`src/rtl/mgdir_pkg.sv`:
```
package mgdir_pkg;

  typedef enum logic [1:0] {
    OP_LOOKUP       = 2'd0,
    OP_ALLOC_REGION = 2'd1,
    OP_ALLOC_LINE   = 2'd2,
    OP_UPDATE       = 2'd3
  } dirOp_e;

  // strobes from control to datapath, all acting on the selected target way
  typedef struct packed {
    logic wrEn;         // write a fresh entry into the target way
    logic wrLineGrain;  // grain of the written entry (1 = line)
    logic killLines;    // drop other line entries sharing the target's old tag
    logic freeEn;       // invalidate the target way
  } dirStrobe_t;

endpackage

```
`src/rtl/mgDirDatapath.sv`:
```
module mgDirDatapath
  import mgdir_pkg::*;
#(
  parameter int NUM_WAYS = 8,
  parameter int SHR_W    = 16,
  parameter int TAG_W    = 15,
  parameter int BLK_W    = 4,
  localparam int WAY_W   = (NUM_WAYS > 1) ? $clog2(NUM_WAYS) : 1
) (
  input  logic                clk,
  input  logic                rst,
  input  logic [TAG_W-1:0]    reqTag,
  input  logic [BLK_W-1:0]    reqBlk,
  input  dirStrobe_t          strobe,
  input  logic [WAY_W-1:0]    tgtWay,
  input  logic [SHR_W-1:0]    wrShr,
  output logic [NUM_WAYS-1:0] validVec,
  output logic [NUM_WAYS-1:0] grainVec,
  output logic [NUM_WAYS-1:0] lineHitVec,
  output logic [NUM_WAYS-1:0] regionHitVec,
  output logic [SHR_W-1:0]    lineShr,
  output logic [SHR_W-1:0]    regionShr,
  output logic [TAG_W-1:0]    tgtTag,
  output logic [BLK_W-1:0]    tgtBlk
);

  logic [TAG_W-1:0] tagArr [NUM_WAYS];
  logic [BLK_W-1:0] blkArr [NUM_WAYS];
  logic [SHR_W-1:0] shrArr [NUM_WAYS];
  logic [NUM_WAYS-1:0] killVec;

  // per-way compare and kill qualification
  for (genvar w = 0; w < NUM_WAYS; w++) begin : g_way
    logic tagEq;
    assign tagEq           = validVec[w] && (tagArr[w] == reqTag);
    assign regionHitVec[w] = tagEq && !grainVec[w];
    assign lineHitVec[w]   = tagEq && grainVec[w] && (blkArr[w] == reqBlk);
    assign killVec[w]      = strobe.killLines && (WAY_W'(w) != tgtWay) &&
                             validVec[w] && grainVec[w] && (tagArr[w] == tgtTag);
  end

  // sharer muxes: hit vectors are at most one-hot per grain
  always_comb begin
    lineShr   = '0;
    regionShr = '0;
    for (int w = 0; w < NUM_WAYS; w++) begin
      if (lineHitVec[w])   lineShr   = lineShr   | shrArr[w];
      if (regionHitVec[w]) regionShr = regionShr | shrArr[w];
    end
  end

  assign tgtTag = tagArr[tgtWay];
  assign tgtBlk = blkArr[tgtWay];

  always_ff @(posedge clk) begin
    if (rst) begin
      validVec <= '0;
      grainVec <= '0;
      for (int w = 0; w < NUM_WAYS; w++) begin
        tagArr[w] <= '0;
        blkArr[w] <= '0;
        shrArr[w] <= '0;
      end
    end else begin
      for (int w = 0; w < NUM_WAYS; w++) begin
        if (killVec[w]) validVec[w] <= 1'b0;
      end
      if (strobe.freeEn) validVec[tgtWay] <= 1'b0;
      if (strobe.wrEn) begin
        validVec[tgtWay] <= 1'b1;
        grainVec[tgtWay] <= strobe.wrLineGrain;
        tagArr[tgtWay]   <= reqTag;
        blkArr[tgtWay]   <= strobe.wrLineGrain ? reqBlk : '0;
        shrArr[tgtWay]   <= wrShr;
      end
    end
  end

endmodule

```
`src/rtl/mgDirControl.sv`:
```
module mgDirControl
  import mgdir_pkg::*;
#(
  parameter int NUM_WAYS = 8,
  parameter int SHR_W    = 16,
  parameter int TAG_W    = 15,
  parameter int BLK_W    = 4,
  localparam int WAY_W   = (NUM_WAYS > 1) ? $clog2(NUM_WAYS) : 1
) (
  input  logic                clk,
  input  logic                rst,
  input  logic                reqValid,
  input  logic [1:0]          reqOp,
  input  logic [SHR_W-1:0]    reqShr,
  input  logic [NUM_WAYS-1:0] validVec,
  input  logic [NUM_WAYS-1:0] grainVec,
  input  logic [NUM_WAYS-1:0] lineHitVec,
  input  logic [NUM_WAYS-1:0] regionHitVec,
  input  logic [SHR_W-1:0]    lineShr,
  input  logic [SHR_W-1:0]    regionShr,
  input  logic [TAG_W-1:0]    tgtTag,
  input  logic [BLK_W-1:0]    tgtBlk,
  output dirStrobe_t          strobe,
  output logic [WAY_W-1:0]    tgtWay,
  output logic                rspValid,
  output logic                rspHit,
  output logic                rspLineGrain,
  output logic [SHR_W-1:0]    rspSharers,
  output logic                evictValid,
  output logic [TAG_W-1:0]    evictTag,
  output logic [BLK_W-1:0]    evictBlk,
  output logic                evictLineGrain
);

  dirOp_e           op;
  logic [WAY_W-1:0] rrPtr, lineWay, regionWay, freeWay, victimWay;
  logic             anyLine, anyRegion, haveFree, eqRegion;
  logic             nxtHit, nxtLine, nxtEvict, advanceRr;
  logic [SHR_W-1:0] nxtShr;

  assign op        = dirOp_e'(reqOp);
  assign anyLine   = |lineHitVec;
  assign anyRegion = |regionHitVec;
  assign haveFree  = ~&validVec;
  assign eqRegion  = anyRegion && (reqShr == regionShr);
  assign victimWay = haveFree ? freeWay : rrPtr;

  // lowest-index encoders
  always_comb begin
    lineWay   = '0;
    regionWay = '0;
    freeWay   = '0;
    for (int w = NUM_WAYS - 1; w >= 0; w--) begin
      if (lineHitVec[w])   lineWay   = WAY_W'(w);
      if (regionHitVec[w]) regionWay = WAY_W'(w);
      if (!validVec[w])    freeWay   = WAY_W'(w);
    end
  end

  always_comb begin
    strobe    = '0;
    tgtWay    = victimWay;
    nxtHit    = 1'b0;
    nxtLine   = 1'b0;
    nxtShr    = '0;
    nxtEvict  = 1'b0;
    advanceRr = 1'b0;
    if (reqValid) begin
      case (op)
        OP_LOOKUP: begin
          nxtHit  = anyLine || anyRegion;
          nxtLine = anyLine;
          nxtShr  = anyLine ? lineShr : (anyRegion ? regionShr : '0);
        end
        OP_ALLOC_REGION: begin
          nxtShr      = reqShr;
          strobe.wrEn = 1'b1;
          if (anyRegion) begin
            tgtWay = regionWay;
            nxtHit = 1'b1;
          end else begin
            strobe.killLines = validVec[victimWay] && !grainVec[victimWay];
            nxtEvict         = validVec[victimWay];
            advanceRr        = !haveFree;
          end
        end
        OP_ALLOC_LINE, OP_UPDATE: begin
          if (anyLine) begin
            tgtWay = lineWay;
            nxtHit = 1'b1;
            nxtShr = reqShr;
            if (eqRegion) begin
              strobe.freeEn = 1'b1;
            end else begin
              strobe.wrEn        = 1'b1;
              strobe.wrLineGrain = 1'b1;
              nxtLine            = 1'b1;
            end
          end else if (op == OP_ALLOC_LINE) begin
            if (eqRegion) begin
              nxtShr = regionShr;
            end else begin
              strobe.wrEn        = 1'b1;
              strobe.wrLineGrain = 1'b1;
              strobe.killLines   = validVec[victimWay] && !grainVec[victimWay];
              nxtEvict           = validVec[victimWay];
              advanceRr          = !haveFree;
              nxtLine            = 1'b1;
              nxtShr             = reqShr;
            end
          end else if (anyRegion) begin
            tgtWay      = regionWay;
            strobe.wrEn = 1'b1;
            nxtHit      = 1'b1;
            nxtShr      = reqShr;
          end
        end
        default: ;
      endcase
    end
  end

  always_ff @(posedge clk) begin
    if (rst) begin
      rrPtr          <= '0;
      rspValid       <= 1'b0;
      rspHit         <= 1'b0;
      rspLineGrain   <= 1'b0;
      rspSharers     <= '0;
      evictValid     <= 1'b0;
      evictTag       <= '0;
      evictBlk       <= '0;
      evictLineGrain <= 1'b0;
    end else begin
      if (advanceRr) begin
        rrPtr <= (rrPtr == WAY_W'(NUM_WAYS - 1)) ? '0 : rrPtr + 1'b1;
      end
      rspValid       <= reqValid;
      rspHit         <= nxtHit;
      rspLineGrain   <= nxtLine;
      rspSharers     <= nxtShr;
      evictValid     <= nxtEvict;
      evictTag       <= nxtEvict ? tgtTag : '0;
      evictBlk       <= nxtEvict ? tgtBlk : '0;
      evictLineGrain <= nxtEvict && grainVec[victimWay];
    end
  end

endmodule

```
`src/rtl/mgDirSet.sv`:
```
module mgDirSet
  import mgdir_pkg::*;
#(
  parameter int NUM_WAYS      = 8,
  parameter int NUM_CORES     = 16,
  parameter int ADDR_W        = 32,
  parameter int OFFSET_W      = 6,
  parameter int REGION_BLOCKS = 16,
  parameter int SET_W         = 7,
  localparam int BLK_W        = $clog2(REGION_BLOCKS),
  localparam int TAG_LSB      = OFFSET_W + BLK_W + SET_W,
  localparam int TAG_W        = ADDR_W - TAG_LSB,
  localparam int WAY_W        = (NUM_WAYS > 1) ? $clog2(NUM_WAYS) : 1
) (
  input  logic                 clk,
  input  logic                 rst,
  input  logic                 reqValid,
  input  logic [1:0]           reqOp,
  input  logic [ADDR_W-1:0]    reqAddr,
  input  logic [NUM_CORES-1:0] reqSharers,
  output logic                 rspValid,
  output logic                 rspHit,
  output logic                 rspLineGrain,
  output logic [NUM_CORES-1:0] rspSharers,
  output logic                 evictValid,
  output logic [TAG_W-1:0]     evictTag,
  output logic [BLK_W-1:0]     evictBlk,
  output logic                 evictLineGrain
);

  logic [TAG_W-1:0]    reqTag;
  logic [BLK_W-1:0]    reqBlk;
  logic                unusedAddrBits;
  dirStrobe_t          strobe;
  logic [WAY_W-1:0]    tgtWay;
  logic [NUM_WAYS-1:0] validVec, grainVec, lineHitVec, regionHitVec;
  logic [NUM_CORES-1:0] lineShr, regionShr;
  logic [TAG_W-1:0]    tgtTag;
  logic [BLK_W-1:0]    tgtBlk;

  assign reqTag         = reqAddr[ADDR_W-1:TAG_LSB];
  assign reqBlk         = reqAddr[OFFSET_W+BLK_W-1:OFFSET_W];
  assign unusedAddrBits = ^{reqAddr[TAG_LSB-1:OFFSET_W+BLK_W], reqAddr[OFFSET_W-1:0]};

  mgDirDatapath #(
    .NUM_WAYS(NUM_WAYS), .SHR_W(NUM_CORES), .TAG_W(TAG_W), .BLK_W(BLK_W)
  ) dp_i (
    .clk(clk), .rst(rst), .reqTag(reqTag), .reqBlk(reqBlk),
    .strobe(strobe), .tgtWay(tgtWay), .wrShr(reqSharers),
    .validVec(validVec), .grainVec(grainVec),
    .lineHitVec(lineHitVec), .regionHitVec(regionHitVec),
    .lineShr(lineShr), .regionShr(regionShr),
    .tgtTag(tgtTag), .tgtBlk(tgtBlk)
  );

  mgDirControl #(
    .NUM_WAYS(NUM_WAYS), .SHR_W(NUM_CORES), .TAG_W(TAG_W), .BLK_W(BLK_W)
  ) ctl_i (
    .clk(clk), .rst(rst), .reqValid(reqValid), .reqOp(reqOp), .reqShr(reqSharers),
    .validVec(validVec), .grainVec(grainVec),
    .lineHitVec(lineHitVec), .regionHitVec(regionHitVec),
    .lineShr(lineShr), .regionShr(regionShr),
    .tgtTag(tgtTag), .tgtBlk(tgtBlk),
    .strobe(strobe), .tgtWay(tgtWay),
    .rspValid(rspValid), .rspHit(rspHit), .rspLineGrain(rspLineGrain),
    .rspSharers(rspSharers), .evictValid(evictValid), .evictTag(evictTag),
    .evictBlk(evictBlk), .evictLineGrain(evictLineGrain)
  );

endmodule

```
`config.mk`:
```
export PLATFORM = sky130hd
export DESIGN_NAME = mgDirSet
export DESIGN_NICKNAME = d
export VERILOG_FILES = /design/src/rtl/mgdir_pkg.sv /design/src/rtl/mgDirDatapath.sv /design/src/rtl/mgDirControl.sv /design/src/rtl/mgDirSet.sv
export SDC_FILE = /design/constraint.sdc
export NUM_CORES = 1
export LEC_CHECK = 0
export ABC_AREA = 0
export BUFFER_PORTS_ARGS = -buffer_cell sky130_fd_sc_hd__buf_2
export CORE_UTILIZATION = 23
export CTS_CLUSTER_DIAMETER = 40
export DETAILED_ROUTE_END_ITERATION = 10
export GPL_TIMING_DRIVEN = 0
export SYNTH_ARGS = -nofsm -noshare
export SYNTH_HDL_FRONTEND = slang
export SYNTH_SLANG_ARGS = --single-unit
```
`constraint.sdc`:
```
create_clock -name clk -period 8.1 [get_ports clk]
set_input_delay 0.81 -clock clk [delete_from_list [all_inputs] [get_ports clk]]
set_output_delay 0.81 -clock clk [all_outputs]
set_load 0.005 [all_outputs]
```
==> results_dict.tcl <==
set metrics [dict create \
    status "finished clean" \
    tritoncts "done" \
    dr.first_iter.drc_count 3172 \
    grt.busiest_layer "met2" \
    required_ns 8.58 \
    fmax_mhz 132 \
    peakVddDrop_v 0.000158 \
    hold_path_startpoint "ctl_i.rrPtr[2]" \
    rsz0062_at_grt "no" \
    crit_family "simple AND/OR/NAND/NOR gates" \
    clock_path_buffers 3 \
    critical_path_class "flop to flop" \
    grt.total_usage_pct 20.6 \
    met3_usage_pct 4.38 \
    nets 2279 \
    use_met1_pct 26.5 \
    synth_cell_types 100 \
    post_cts_buffers 0 \
    timing.final.hold_violations 0 \
    io_pins 93 \
    async_flop_share_pct 0 \
    finalCriticalPeriod_ns 7.57 \
    setup-tns-final_ns 0 \
    worst_pin_slew_ns 1.49 \
    synth_ff_type "edfxtp_1" \
    reg2reg_setup_slack_ns 0.53 \
    min_path_type "flop to flop" \
    fin_ws_ns 0.529 \
    initial_core_util_pct 23.2 \
    synth_top_cell_area_share_pct 38.7 \
    avgSynthCellArea_um2 10.3 \
    fp.dieArea_um2 95600 \
    layout-drive-gt1-share_pct 12.9 \
    coreArea_um2 93500 \
    hold_slack_ns 0.572 \
    relSlewSlack_pct 0.870 \
    cts_root_buffer "clkbuf_16" \
    use_met2_pct 32.0 \
    crit_cells 15 \
    power_density_nw_per_um2 194 \
    wirelength_mm 100 \
    path_buf_inv 4 \
    firstDrtPassIters 8 \
    finClkSkew_ns 0.0443 \
    die_x_um 309 \
    chipHeight_um 309 \
    wl_per_cell_um 28.4 \
    yosys_warnings 0 \
    cp-end-kind "flop" \
    grt_pass1_vias 18209 \
    synth_area_leaders "edfxtp_1, xnor2_1, and2_1" \
    clkSlewWorstSetupHoldPaths_ns 0.06 \
    setup_viol 0 \
    yosysSeqAreaShare_pct 44.2 \
    crit_arrival_ns 8.05 \
    reg2reg_to "dp_i.shrArr[1][13]" \
    io_buffers 54 \
    synth-edff-count 280 \
    slowest_stage "nor3_2" \
    detailedPlace.worstSlack_ns 0.433 \
    drtAntennaViolNets 0 \
    antenna_found_initial 6 \
    cts_made_buffers 52 \
    grt_first_pass_wirelength_mm 139 \
    crit_chain "xor2_1 > nor4_1 > nand4_1 > nor3_2 > nor4b_1 > a21oi_1 > a41oi_2 > nand2_1 > buf_4 > buf_6 > buf_2 > nand3_1 > nor3_1 > clkbuf_1 > and2_1" \
    syn_nets 2163 \
    netlist_area_um2 21700 \
    start_kind "flop" \
    dpl.cell_count 3423 \
    grt_overflow 0 \
    drc 0 \
    num_rows 112 \
    holdPathEnd "ctl_i.rrPtr[2]" \
    cts_max_level 2 \
    clk_latency_ns 0.64 \
    cts_resized 0 \
    final.fill_count 9873 \
    vias 19073 \
    synth_seq_cells 339 \
    fin_cells 3524 \
    routabilityCongestion 1.06 \
    cap_violations 0 \
    cts-hold-fix-buffers 0 \
    clock-sinks 339 \
    critical_path.max_fanout 10 \
    dp_hpwl_mm 74.1 \
    max_stage_delay_ns 1.17 \
    r2r-start "dp_i.tagArr[1][12]" \
    synth_top_area_cell "edfxtp_1" \
    r2r.worst_path.cells 15 \
    vias_per_cell 5.41 \
    finalCritPeriodShare_pct 93.5 \
    syn_to_final_growth_pct 17.5 \
    synth_cells 2108 \
    utilization_pct 27.3 \
    slew_viol_final 0 \
    p_leak_nw 8.83 \
    min_path_cells 2 \
    grt_max_degree 36 \
]
metal layers:
metal | vias up | routed length [um]
met2 | 1396 | 44600
met4 | 0 | 5890
li1 | 8053 | -
met1 | 9316 | 38600
met5 | - | 0
met3 | 308 | 11100
state kept, by name (all words and copies together), names as in the netlist, 3 cells and up:
register / cells
dp_i.blkArr: 32
dp_i.validVec: 8
ctl_i.rrPtr: 3
ctl_i.evictBlk: 4
dp_i.tagArr: 120
dp_i.shrArr: 128
ctl_i.evictTag: 15
ctl_i.rspSharers: 16
dp_i.grainVec: 8
worst min-delay path, stage by stage, from the launching register on:
cell and delay, ns:
dfxtp_1 0.33, mux2i_1 0.13, nor2_1 0.06
through the flow:
stage	power, mW	instance area, um^2
after floorplan	2.41	21700
after global placement	2.66	23500
after detailed placement	2.66	23700
after CTS	4.94	25500
after global routing	5.05	25500
final	4.93	25500
worst max-delay path by stage:
stage | startpoint | end
2_1_floorplan | reqAddr[17] | dp_i.blkArr[6][0]
3_3_place_gp | reqAddr[24] | dp_i.shrArr[1][3]
3_5_place_dp | reqAddr[24] | dp_i.shrArr[1][3]
4_1_cts | dp_i.tagArr[3][14] | dp_i.tagArr[1][13]
5_1_grt | dp_i.tagArr[1][12] | dp_i.tagArr[2][9]
6_report | dp_i.tagArr[1][12] | dp_i.shrArr[1][13]
kinds of logic (layout without fill, tap and decap cells):
logic type	after synthesis	in the layout	share of synthesized area, %
adders and majority gates	2	2	0.115
DFF	339	339	44.2
other	0	2	0
AOI/OAI and AO/OA	363	363	12.8
and+or+nand+nor	844	844	21.7
buffers and inverters	178	338	4.17
muxes	109	109	5.97
xor gates and xnor gates	273	273	11.0
synth_stat cells (9+ instances only):
master	number
a21oi_1	48
a221oi_1	29
a222oi_1	22
a22o_1	34
a22oi_1	50
a31oi_1	34
a32oi_1	10
and2_1	228
and3_1	52
buf_2	15
buf_4	35
clkbuf_1	90
dfxtp_1	59
edfxtp_1	280
inv_1	20
mux2i_1	79
mux2i_2	11
mux2i_4	12
nand2_1	152
nand3_1	58
nand4_1	73
nor2_1	121
nor2b_1	21
nor3_1	33
nor4_1	25
o2111ai_1	10
o21ai_0	32
or3_1	9
xnor2_1	165
xor2_1	108
placed cells by master (no fill, tap or decap), types with 23 or more instances in the layout:
cell type	n
nand3_1	58
nor4_1	23
a221oi_1	29
and3_1	52
nor2_1	121
nand4_1	73
xnor2_1	165
clkbuf_16	54
a21oi_1	48
mux2i_1	79
o21ai_0	31
and2_1	228
xor2_1	108
nor3_1	33
a31oi_1	34
a22oi_1	50
clkbuf_1	98
edfxtp_1	280
dfxtp_1	59
buf_2	69
buf_4	36
nand2_1	152
a22o_1	34
final cells by class:
class	instances	area, um^2	area share [%]
sequential	339	9590	37.6
timing repair buffer	62	428	1.68
tap	1254	1570	6.15
clock buffer	63	1400	5.47
inverter	20	75.1	0.294
buffer	158	831	3.26
clock inverter	35	384	1.51
antenna	2	5.00	0.0196
multi-input combinational	1591	11200	44.0
power breakdown:
part,switching [mW],internal (mW)
logic,0.413,0.203
registers,0.0892,1.95
clock network,0.922,1.36
Power figures use the tool's default switching activity.
